### config.mk
export PLATFORM = sky130hd
export DESIGN_NAME = sdarb_top
export DESIGN_NICKNAME = d
export VERILOG_FILES = /design/src/rtl/sdarb_pkg.sv /design/src/rtl/sdarb_addr_fmt.sv /design/src/rtl/sdarb_fsm.sv /design/src/rtl/sdarb_top.sv
export SDC_FILE = /design/constraint.sdc
export NUM_CORES = 1
export LEC_CHECK = 0
export BUFFER_PORTS_ARGS = -buffer_cell sky130_fd_sc_hd__buf_2
export CAP_MARGIN = 5
export CELL_PAD_IN_SITES_DETAIL_PLACEMENT = 0
export CELL_PAD_IN_SITES_GLOBAL_PLACEMENT = 1
export CORE_MARGIN = 5
export CORE_UTILIZATION = 20
export CTS_CLUSTER_SIZE = 24
export DETAILED_ROUTE_END_ITERATION = 8
export GPL_ROUTABILITY_DRIVEN = 0
export PLACE_DENSITY = 0.81
export SYNTH_ARGS = -nofsm -noshare
export SYNTH_HDL_FRONTEND = slang
export SYNTH_SLANG_ARGS = --single-unit
export TNS_END_PERCENT = 50
### constraint.sdc
create_clock -name clk -period 1.8 [get_ports clk]
set_input_delay 0.36 -clock clk [delete_from_list [all_inputs] [get_ports clk]]
set_output_delay 0.36 -clock clk [all_outputs]
set_load 0.03 [all_outputs]
### src/rtl/sdarb_pkg.sv
package sdarb_pkg;
  typedef enum logic [2:0] {
    ST_WAIT = 3'd0,
    ST_POLL = 3'd1,
    ST_REQ  = 3'd2,
    ST_XFER = 3'd3,
    ST_FIN  = 3'd4
  } arb_state_e;
endpackage

### src/rtl/sdarb_addr_fmt.sv
module sdarb_addr_fmt #(
  parameter int ADDR_W      = 24,
  parameter int BURST_IDX_W = 6,
  parameter int PIX_ROW_W   = 8,
  parameter int ROW_W       = 13,
  parameter int COL_W       = 9,
  parameter int BANK_W      = 2
) (
  input  logic [ADDR_W-1:0] addr,
  output logic [ROW_W-1:0]  row,
  output logic [COL_W-1:0]  col,
  output logic [BANK_W-1:0] bank
);
  localparam int USED_W  = BURST_IDX_W + 1 + PIX_ROW_W;
  localparam int COL_LSB = COL_W - BURST_IDX_W;

  // row: pixel row above the field flag, zero padded on top
  function automatic logic [ROW_W-1:0] row_of(input logic [USED_W-1:0] a);
    logic [ROW_W-1:0] r;
    r = '0;
    r[PIX_ROW_W:0] = a[USED_W-1:BURST_IDX_W];
    return r;
  endfunction

  // column: burst index shifted so each access starts on a burst boundary
  function automatic logic [COL_W-1:0] col_of(input logic [USED_W-1:0] a);
    logic [COL_W-1:0] c;
    c = '0;
    c[COL_W-1:COL_LSB] = a[BURST_IDX_W-1:0];
    return c;
  endfunction

  logic [USED_W-1:0] used_bits;
  assign used_bits = addr[USED_W-1:0];

  generate
    if (ADDR_W > USED_W) begin : g_spare
      logic unused_upper_bits;
      assign unused_upper_bits = ^addr[ADDR_W-1:USED_W];
    end
  endgenerate

  assign row  = row_of(used_bits);
  assign col  = col_of(used_bits);
  assign bank = '0;
endmodule

### src/rtl/sdarb_fsm.sv
module sdarb_fsm
  import sdarb_pkg::*;
#(
  parameter int BURST_LEN = 8
) (
  input  logic clk,
  input  logic rst,
  input  logic rd_ready,
  input  logic wr_ready,
  input  logic mem_ready,
  input  logic mem_done,
  input  logic mem_rvalid,
  output logic poll,
  output logic grant_fire,
  output logic grant_wr,
  output logic sel_wr,
  output logic busy,
  output logic in_req,
  output logic in_xfer,
  output logic beat,
  output logic burst_last
);
  localparam int CNT_W = (BURST_LEN > 1) ? $clog2(BURST_LEN) : 1;
  localparam logic [CNT_W-1:0] LAST_BEAT = CNT_W'(BURST_LEN - 1);

  arb_state_e       state_q;
  logic             last_wr_q;
  logic [CNT_W-1:0] cnt_q;

  // alternating priority: on a tie the client not served last wins
  function automatic logic choose_writer(input logic rd, input logic wr,
                                         input logic last_was_wr);
    if (rd && wr) return !last_was_wr;
    return wr;
  endfunction

  assign poll       = (state_q == ST_POLL);
  assign grant_fire = poll && (rd_ready || wr_ready);
  assign grant_wr   = choose_writer(rd_ready, wr_ready, last_wr_q);
  assign in_req     = (state_q == ST_REQ);
  assign in_xfer    = (state_q == ST_XFER);
  assign busy       = in_req || in_xfer || (state_q == ST_FIN);
  assign beat       = in_xfer && (sel_wr || mem_rvalid);
  assign burst_last = beat && (cnt_q == LAST_BEAT);

  always_ff @(posedge clk) begin
    if (rst) begin
      state_q   <= ST_WAIT;
      sel_wr    <= 1'b0;
      last_wr_q <= 1'b1;
      cnt_q     <= '0;
    end else begin
      case (state_q)
        ST_WAIT: state_q <= ST_POLL;
        ST_POLL: begin
          if (grant_fire) begin
            state_q   <= ST_REQ;
            sel_wr    <= grant_wr;
            last_wr_q <= grant_wr;
          end else begin
            state_q <= ST_WAIT;
          end
        end
        ST_REQ: begin
          if (mem_ready) begin
            state_q <= ST_XFER;
            cnt_q   <= '0;
          end
        end
        ST_XFER: begin
          if (beat) begin
            cnt_q <= cnt_q + 1'b1;
            if (burst_last) state_q <= ST_FIN;
          end
        end
        ST_FIN: if (mem_done) state_q <= ST_WAIT;
        default: state_q <= ST_WAIT;
      endcase
    end
  end
endmodule

### src/rtl/sdarb_top.sv
module sdarb_top #(
  parameter int DATA_W      = 32,
  parameter int ADDR_W      = 24,
  parameter int BURST_LEN   = 8,
  parameter int BURST_IDX_W = 6,
  parameter int PIX_ROW_W   = 8,
  parameter int ROW_W       = 13,
  parameter int COL_W       = 9,
  parameter int BANK_W      = 2
) (
  input  logic              clk,
  input  logic              rst,
  input  logic              mem_ready,
  input  logic              mem_done,
  input  logic              mem_rvalid,
  input  logic [DATA_W-1:0] mem_rdata,
  output logic [DATA_W-1:0] mem_wdata,
  output logic              mem_rd_req,
  output logic              mem_wr_req,
  output logic [ROW_W-1:0]  mem_row,
  output logic [COL_W-1:0]  mem_col,
  output logic [BANK_W-1:0] mem_bank,
  output logic              poll,
  output logic              serving_rd,
  output logic              serving_wr,
  output logic [DATA_W-1:0] rd_data,
  input  logic [ADDR_W-1:0] rd_addr,
  input  logic              rd_ready,
  output logic              rd_data_req,
  input  logic [DATA_W-1:0] wr_data,
  input  logic [ADDR_W-1:0] wr_addr,
  input  logic              wr_ready,
  output logic              wr_data_req
);
  logic grant_fire, grant_wr, sel_wr, busy, in_req, in_xfer, beat, burst_last;
  logic [ADDR_W-1:0] addr_q;

  sdarb_fsm #(.BURST_LEN(BURST_LEN)) u_fsm (
    .clk        (clk),
    .rst        (rst),
    .rd_ready   (rd_ready),
    .wr_ready   (wr_ready),
    .mem_ready  (mem_ready),
    .mem_done   (mem_done),
    .mem_rvalid (mem_rvalid),
    .poll       (poll),
    .grant_fire (grant_fire),
    .grant_wr   (grant_wr),
    .sel_wr     (sel_wr),
    .busy       (busy),
    .in_req     (in_req),
    .in_xfer    (in_xfer),
    .beat       (beat),
    .burst_last (burst_last)
  );

  // latch the winner's address at grant; held for the whole burst
  always_ff @(posedge clk) begin
    if (rst) addr_q <= '0;
    else if (grant_fire) addr_q <= grant_wr ? wr_addr : rd_addr;
  end

  sdarb_addr_fmt #(
    .ADDR_W(ADDR_W), .BURST_IDX_W(BURST_IDX_W), .PIX_ROW_W(PIX_ROW_W),
    .ROW_W(ROW_W), .COL_W(COL_W), .BANK_W(BANK_W)
  ) u_addr (
    .addr (addr_q),
    .row  (mem_row),
    .col  (mem_col),
    .bank (mem_bank)
  );

  assign serving_rd  = busy && !sel_wr;
  assign serving_wr  = busy && sel_wr;
  assign mem_rd_req  = in_req && !sel_wr;
  assign mem_wr_req  = in_req && sel_wr;
  assign wr_data_req = in_xfer && sel_wr;
  assign rd_data_req = in_xfer && !sel_wr && mem_rvalid;
  assign mem_wdata   = wr_data;
  assign rd_data     = rd_data_req ? mem_rdata : '0;
endmodule

==> metrics.txt, run 1 <==
run status finished, violations left; failing checks negative setup slack; EDFF count, synth 0; cell occurring most often along the worst timing path buf_6; wire length of the first global-routing pass ~7.6 mm; area delta synth->final 48.3%; vias per inst 4.23; detailed-route via count 1747; overall routing resource usage 0.0878; post-route clock skew 0.00516 ns; Max stage delay on crit path 0.33 ns; TritonCTS clock tree done; endpoints failing hold 0; areal power density over the cells around 600 nW/um2; Synth top area share 0.267; top area cells in the synthesized netlist dfxtp_1, buf_4, and2_1, a222oi_1, inv_1; slowest stage cell on the critical path dfxtp_2; number of core rows 33; depth of the CTS H-tree 1; LEAKAGE between 1 and 1.5 nW; Tightest Hold Check Type input pin to register; Post-Synthesis Mean Instance Area 8.03 um2; vias in the first global route ~1700; number of nets with antenna violations after routing 0; async set or reset register ratio after synthesis 0; width of the die 103 um; total of warnings raised by yosys 0; die height 103 um; number of antenna violations at the first check in global routing 0; drt drc 0; share of the yosys chip area belonging to registers 0.267; CP arrival between 1.5 and 2 ns; Iteration-0 DRC Markers 65; count of antenna diodes in the layout 0; DIE AREA 10600 um2; hold slack final 0.329 ns; top cells by count, synth buf_4, and2_1, inv_1, dfxtp_1, nand2_1; headroom to the max-slew limit 0.630; Core Util, Final 0.308; first-pass iteration count of the detailed router 5; instance area after placement 2180 um2; required time worst endpoint ~1.4 ns; TritonCTS buffer count 3; port buffer count ~120; leftover overflow at the end of global routing 0; Post-Layout Inst Area 2560 um2; # clock sinks 23; Reg clk slew, reported paths about 0.090 ns; Max Root-Sink Buffers 2; final cycle utilization of the critical path 1.09; root buffer selected by CTS clkbuf_8; average wire per standard cell 13.3 um; Setup violations, final 33; number of distinct library cells after synthesis 35; count of boundary I/O pins roughly 210; Final Critical Period 1.96 ns; number of max-slew violations in the final report 0; count of nets after finishing 430; most common flop cell mapped by yosys dfxtp_1; setup slack at placement 0.101 ns; Synth area leader dfxtp_1; PnR worst setup slack -0.161 ns; area inside the core boundary 8300 um2; share of layout cells above drive strength 1 0.571; worst-path fanout max 16; most numerous cell in the Yosys netlist buf_4; Clock Latency Late Sink around 0.27 ns; setup repair after global routing missed its margin yes; Worst-Margin Slew 0.553 ns; type of the worst setup path register to output port; total wire length 5.49 mm; starting density of the core 0.208; hold bufs inserted after CTS 0; Worst setup EP type output port; number of instances in the synthesized netlist 215; number of maximum-capacitance violations 0; pin count of the biggest net entering global routing 34; Startpoint Class register; maximum clock rate 0.510 GHz; Detailed Place HPWL 4.13 mm; Max IR drop VDD 0.221 mV; number of synthesized register bits 23; cell-by-cell trace of the critical path nand2b_4, nor4b_4, buf_6, clkbuf_16, and2_2, buf_6; summed instance area of the synthesized netlist 1730 um2
flip-flops by register name, indices dropped and copies added (netlist names):
| signal | cells |
|---|---|
| u_fsm.sel_wr | 1 |
| addr_q | 15 |
| u_fsm.cnt_q | 3 |
| u_fsm.last_wr_q | 1 |
| u_fsm.state_q | 3 |
worst max-delay path: cells and delay by family, from the launching register on:
| kind | cells | cell delay, ns |
|---|---|---|
| AND/OR/NAND/NOR | 3 | 0.56 |
| buffers and inverters | 3 | 0.45 |
| flip-flops | 1 | 0.33 |
placed cells by master, fill, tap and decap left out, types with 2 or more instances in the layout:
cell type / netlist / routed
and3_1: 3 / 3
nand2_1: 16 / 16
a222oi_1: 14 / 14
buf_2: 1 / 89
conb_1: 1 / 9
o31ai_1: 4 / 4
and2_1: 32 / 3
dfxtp_2: 0 / 2
buf_4: 43 / 10
nor2b_1: 3 / 2
inv_1: 32 / 32
clkbuf_16: 0 / 2
dfxtp_1: 23 / 21
and2_4: 0 / 22
a21oi_1: 6 / 6
nor3b_1: 2 / 2
nor2_1: 4 / 4
clkbuf_8: 0 / 3
and2_2: 0 / 7
buf_6: 7 / 33
ha_1: 2 / 2
nand4b_1: 2 / 2
timing repair:
item / in CTS / in global routing
pin swaps: 0 / 13
gates resized for setup: 66 / 23
gates cloned: 0 / 2
setup buffers: 0 / 2
setup endpoints to repair: 37 / 38
power breakdown:
part	switching [W]	internal (W)
clock network	0.000176	0.000155
logic	0.000357	0.000243
registers	0.0000308	0.000568
logic make-up (layout without fill, tap and decap cells):
| kind of cell | after synthesis | after routing | synth area share |
|---|---|---|---|
| adder cells (fa/ha/maj) | 2 | 2 | 0.0145 |
| other | 1 | 9 | 0.00217 |
| buffers and inverters | 86 | 171 | 0.312 |
| AND/OR/NAND/NOR | 72 | 72 | 0.256 |
| AO/OA/AOI/OAI | 31 | 31 | 0.149 |
| flip-flops | 23 | 23 | 0.267 |
final cells by class:
class / instances / area, um2
fill: 900 / 5740
timing repair buffer: 135 / 962
multi-input combinational: 114 / 836
sequential: 23 / 463
tap: 105 / 131
inverter: 32 / 120
clock buffer: 3 / 41.3
clock inverter: 1 / 5.00
worst paths after layout:
check	startpoint	endpoint	slack, ns	depth (start not counted)
setup / recovery	u_fsm.state_q[2]	rd_data[22]	-0.16	6
hold / removal	wr_addr[10]	addr_q[10]	0.33	3
setup reg to reg	u_fsm.state_q[0]	addr_q[6]	0.22	4
hold reg to reg	addr_q[2]	addr_q[2]	0.48	2
metal layers:
metal,share of wire,GRT usage,up-vias
met4,0.012,0.0319,0
met5,0,0,-
li1,-,-,841
met3,0.079,0.0169,10
met2,0.55,0.165,68
met1,0.36,0.0973,828
metrics by stage:
step,setup TNS [ns],power [W],instances
after floorplan,-0.702,0.00112,223
after global placement,0,0.00115,405
after detailed placement,0,0.00116,405
after CTS,-3.25,0.00153,409
after global routing,-6.75,0.00163,413
final,-4.21,0.00153,413
Power figures use the tool's default switching activity.
==> run 2, diff against run 1 <==
--- a/config.mk
+++ b/config.mk
@@ -11,10 +11,11 @@
 export CELL_PAD_IN_SITES_GLOBAL_PLACEMENT = 1
 export CORE_MARGIN = 5
 export CORE_UTILIZATION = 20
+export CTS_BUF_LIST = sky130_fd_sc_hd__clkbuf_2 sky130_fd_sc_hd__clkbuf_4 sky130_fd_sc_hd__clkbuf_8
 export CTS_CLUSTER_SIZE = 24
 export DETAILED_ROUTE_END_ITERATION = 8
 export GPL_ROUTABILITY_DRIVEN = 0
-export PLACE_DENSITY = 0.81
+export PLACE_DENSITY_LB_ADDON = 0.1
 export SYNTH_ARGS = -nofsm -noshare
 export SYNTH_HDL_FRONTEND = slang
 export SYNTH_SLANG_ARGS = --single-unit
==> run 2 against run 1 <==
Compared with the run above:
- the flow still finishes with violations (negative setup slack)
- clock power is 5% higher
- critical path depth is 1 lower
- clock-buffer cell count is 1 higher
- fmax is 2.7% higher
- global-route usage is 0.69 points higher
- sequential share of layout area is 0.52 points higher
- non-clock buffer count stayed put
- critical path type unchanged
- power is 0.22% higher
- combinational power is 2% lower
- critical endpoint is now rd_data[29]
==> metrics.txt, run 2 (synthesis gave the netlist of run 1 again) <==
leftover overflow at the end of global routing 0; overall routing resource usage 0.0947; Setup violations, final 33; number of nets with antenna violations after routing 0; Setup Fix Bufs, Post-CTS 0; port buffer count 122; wire length of the first global-routing pass 7.90 mm; final cycle utilization of the critical path 1.06; PnR worst setup slack -0.110 ns; most common cell after layout, fill and taps aside buf_2; Startpoint Class register; Max stage delay on crit path 0.33 ns; CP arrival 1.55 ns; leading registers by flop count addr_q (15), u_fsm.cnt_q (3), u_fsm.state_q (3); Final Critical Period 1.91 ns; failing checks negative setup slack; count of nets after finishing 430; setup slack at placement roughly 0.11 ns; Detailed Place HPWL 4.40 mm; vias in the first global route 1628; count of antenna diodes in the layout 0; number of max-slew violations in the final report 0; Tightest Hold Check Type input pin to register; run status finished, violations left; root buffer selected by CTS clkbuf_8; number of antenna violations at the first check in global routing 0; TritonCTS buffer count 3; die height about 100 um; slowest stage cell on the critical path dfxtp_2; area inside the core boundary 8300 um2; vias per inst 4.10; detailed-routing wirelength on met1 about 2.1 mm; register with the most flip-flops addr_q; Core Util, Final 0.300; multi-input logic area 798 um2; average wire per standard cell 13.5 um; DIE AREA 10600 um2; Reg clk slew, reported paths 0.09 ns; starting density of the core 0.208; count of boundary I/O pins 214; cell family with most CP delay simple AND/OR/NAND/NOR gates; # clock sinks 23; Clock Latency Late Sink between 0.2 and 0.3 ns; maximum clock rate 0.524 GHz; required time worst endpoint between 1 and 1.5 ns; first-pass iteration count of the detailed router 5; depth of the CTS H-tree 1; areal power density over the cells 616 nW/um2; leading cell types in the layout, fill and taps excluded buf_2, inv_1, buf_6, dfxtp_1, and2_1; total wire length 5.57 mm; detailed-route via count 1693; area delta synth->final 44.2%; width of the die 103 um; LEAKAGE 1.33 nW; placed cell count approximately 400; Post-Layout Inst Area 2490 um2; sequential cell area 463 um2; setup repair after global routing missed its margin yes; endpoints failing hold 0; routed length on met2 2.96 mm; Max IR drop VDD 0.280 mV; number of maximum-capacitance violations 0; instance area after placement 2210 um2; buffering stage count on the worst path with inverters included 2; cell-by-cell trace of the critical path nand2b_4, nor4b_4, buf_12, and2_2, buf_6; Worst setup EP type output port; Max Root-Sink Buffers 2; drt drc 0; post-route clock skew 0.00164 ns; number of filler cells placed in the layout 908; top layer in use met4; number of core rows 33; pin count of the biggest net entering global routing 34; Iteration-0 DRC Markers 125; worst-path fanout max 33; final cell count without fillers 413; flip-flop count of the largest register, all copies and words added 15; type of the worst setup path register to output port; TritonCTS clock tree done; share of layout cells above drive strength 1 0.526; amount of wire on met3 after detailed routing 485 um
-- run 2: worst paths after layout --
path	startpoint	endpoint	slack, ns	depth (start not counted)
worst min register to register	u_fsm.cnt_q[1]	u_fsm.cnt_q[1]	0.48	2
worst max-delay path	u_fsm.state_q[2]	rd_data[29]	-0.11	5
worst min-delay path	wr_addr[3]	addr_q[3]	0.33	3
worst max register to register	u_fsm.state_q[1]	addr_q[4]	0.21	4
-- run 2: power by group --
group / switching [W] / leakage, nW / internal [W]
registers: 0.0000301 / 0.190 / 0.000568
clock network: 0.000172 / 0.0262 / 0.000173
logic: 0.000355 / 1.12 / 0.000234
total: 0.000557 / 1.33 / 0.000975
-- run 2: tightest hold or removal path, delay by kind of cell --
| family | cells | cell delay (ns) |
|---|---|---|
| compound gates | 1 | 0.05 |
| buf+inv | 2 | 0.13 |
-- run 2: per-stage QoR --
stage	TNS, ns	hold WS [ns]	power, W
5_1_grt	-4.98	0.325	0.00163
4_1_cts	-2.98	0.326	0.00156
6_report	-2.93	0.330	0.00153
3_3_place_gp	0	0.463	0.00118
2_1_floorplan	-0.702	0.448	0.00112
3_5_place_dp	0	0.465	0.00118
-- run 2: per-layer routing --
| layer | up-vias | global-route usage |
|---|---|---|
| li1 | 840 | - |
| met1 | 770 | 0.115 |
| met2 | 77 | 0.162 |
| met3 | 6 | 0.0230 |
| met4 | 0 | 0.0329 |
| met5 | - | 0 |
-- run 2: final cells by class --
type                            instances  area share
Inverter                               32      0.0483
Multi-Input combinational cell        114       0.321
Clock buffer                            4      0.0196
Timing Repair Buffer                  135       0.372
Tap cell                              105      0.0528
Sequential cell                        23       0.186
-- run 2: repair_timing --
item / CTS / global route
pin swaps: 0 / 4
hold buffers: 0 / 0
resized for setup: 67 / 7
endpoints found under the setup margin: 37 / 36
==> run 3, diff against run 2 <==
--- a/config.mk
+++ b/config.mk
@@ -19,4 +19,4 @@
 export SYNTH_ARGS = -nofsm -noshare
 export SYNTH_HDL_FRONTEND = slang
 export SYNTH_SLANG_ARGS = --single-unit
-export TNS_END_PERCENT = 50
+export TNS_END_PERCENT = 20
==> run 3 against run 2 <==
Compared with the run above:
- the run still ends with negative setup slack left
- sequential cell count did not move
- sequential share of layout area down 0.17 points
- setup slack gained 0.013 ns
- hold slack got worse by 0.0048 ns
- via count fell by 0.18%
==> metrics.txt, run 3 (synthesis gave the netlist of run 1 again) <==
flip-flop count of the largest register, all copies and words added 15; root buffer selected by CTS clkbuf_8; Clock Latency Late Sink 0.27 ns; leftover overflow at the end of global routing 0; leading registers by flop count addr_q (15), u_fsm.cnt_q (3), u_fsm.state_q (3); Iteration-0 DRC Markers 96; count of antenna diodes in the layout 0; final cycle utilization of the critical path 1.05; # clock sinks 23; capturing point of the worst reg2reg path addr_q[12]; most used routing layer in global routing met2; average wire per standard cell 13.4 um; Tightest Hold Check Type input pin to register; share of layout cells above drive strength 1 0.515; width of the die 103 um; Startpoint Class register; met2 demand-to-capacity share in global routing 0.179; maximum clock rate 0.527 GHz; Max IR drop VDD 0.235 mV; number of cells traversed by the worst register-to-register path 4; hold slack final 0.325 ns; area inside the core boundary 8300 um2; met1 track utilization from global routing 0.107; TritonCTS buffer count 3; Setup violations, final 33; first-pass iteration count of the detailed router 5; reg-to-reg setup timing slack around 0.22 ns; number of core rows 33; Max stage delay on crit path 0.33 ns; number of cells traversed by the worst hold path 3; setup repair after global routing missed its margin yes; port buffer count 122; slowest stage cell on the critical path dfxtp_2; required time worst endpoint 1.44 ns; Setup Fix Bufs, Post-CTS 0; buffering stage count on the worst path with inverters included 2; Worst setup EP type output port; number of nets with antenna violations after routing 0; worst r2r src u_fsm.state_q[0]; Max Root-Sink Buffers 2; start point of the worst hold path wr_addr[2]; logic depth of the worst setup path including buffers 5; total power consumption of the routed design roughly 0.0015 W; TritonCTS clock tree done; DIE AREA 10600 um2; worst-path fanout max 33; drt drc 0; met3 capacity usage during global routing 0.0217; Detailed Place HPWL 4.38 mm; count of nets after finishing 431; most common cell after layout, fill and taps aside buf_2; leading cell types in the layout, fill and taps excluded buf_2, inv_1, buf_6, and2_1, dfxtp_1; starting density of the core 0.208; post-route clock skew between 0.004 and 0.005 ns; total wire length 5.54 mm; CP arrival 1.54 ns; endpoints failing hold 0; hold bufs inserted after CTS 0; number of max-slew violations in the final report 0; area delta synth->final 45.5%; depth of the CTS H-tree 1; Final Critical Period around 1.9 ns; detailed-route via count roughly 1700; count of boundary I/O pins between 200 and 250; areal power density over the cells 611 nW/um2; type of the worst setup path register to output port; LEAKAGE 1.34 nW; vias per inst 4.08; cell-by-cell trace of the critical path nand2b_4, nor4b_4, buf_12, and2_1, buf_6; vias in the first global route 1659; Reg clk slew, reported paths 0.09 ns; PnR worst setup slack -0.0961 ns; number of maximum-capacitance violations 0; run status finished, violations left; number of antenna violations at the first check in global routing 0; die height 103 um; cell family with most CP delay simple AND/OR/NAND/NOR gates; setup slack at placement 0.100 ns; failing checks negative setup slack; register with the most flip-flops addr_q; overall routing resource usage 0.0952; worst min-delay path endpoint addr_q[2]; wire length of the first global-routing pass between 8 and 9 mm; pin count of the biggest net entering global routing 34
## run 3: changes by cell type in the layout (fill, tap and decap cells not counted), moves of 2 or more
cell    change
and2_2      -2
and2_4      -2
buf_4       -2
and2_1      +4
buf_12      +2
## run 3: worst max path at each step
| stage | from | end |
|---|---|---|
| floorplan | u_fsm.state_q[2] | rd_data[12] |
| global placement | u_fsm.state_q[2] | rd_data[10] |
| detailed placement | u_fsm.state_q[2] | rd_data[10] |
| CTS | u_fsm.state_q[2] | rd_data[10] |
| global route | u_fsm.state_q[2] | rd_data[9] |
| finish | u_fsm.state_q[2] | rd_data[0] |
## run 3: layout make-up
cell class,instances,area (um2)
clock buffer,3,41.3
timing repair buffer,136,956
tap,105,131
sequential,23,463
fill,912,5790
inverter,32,120
clock inverter,1,7.51
multi-input combinational,114,791
## run 3: metrics by stage
stage | TNS [ns] | cells | cell area (um2) | util
after floorplan | -0.901 | 223 | 1770 | -
after global placement | 0 | 410 | 2240 | 0.270
after detailed placement | 0 | 410 | 2240 | 0.270
after CTS | -3.47 | 414 | 2500 | 0.301
after global routing | -5.50 | 414 | 2510 | 0.302
final | -2.83 | 414 | 2510 | 0.302
## run 3: repair_timing
action	CTS	global route
cloned	0	0
resized for setup	66	5
hold endpoints to repair	0	0
endpoints found under the setup margin	34	41
pin swaps	0	4
## run 3: worst reg2reg max path, delay by kind of cell, from the launching register on
| kind | cells | cell delay (ns) |
|---|---|---|
| AOI/OAI and AO/OA | 1 | 0.34 |
| buffers and inverters | 1 | 0.16 |
| and+or+nand+nor | 2 | 0.65 |
| DFF | 1 | 0.33 |
## run 3: where the power goes
| part | internal [W] | switching [W] |
|---|---|---|
| Sequential | 0.000568 | 0.0000300 |
| Combinational | 0.000242 | 0.000353 |
| Clock | 0.000157 | 0.000183 |
## run 3: layer usage
| layer | vias to the layer above | wire length, um |
|---|---|---|
| met5 | - | 0 |
| met4 | 0 | 46 |
| met3 | 8 | 424 |
| met2 | 65 | 3050 |
| met1 | 772 | 2020 |
| li1 | 845 | - |
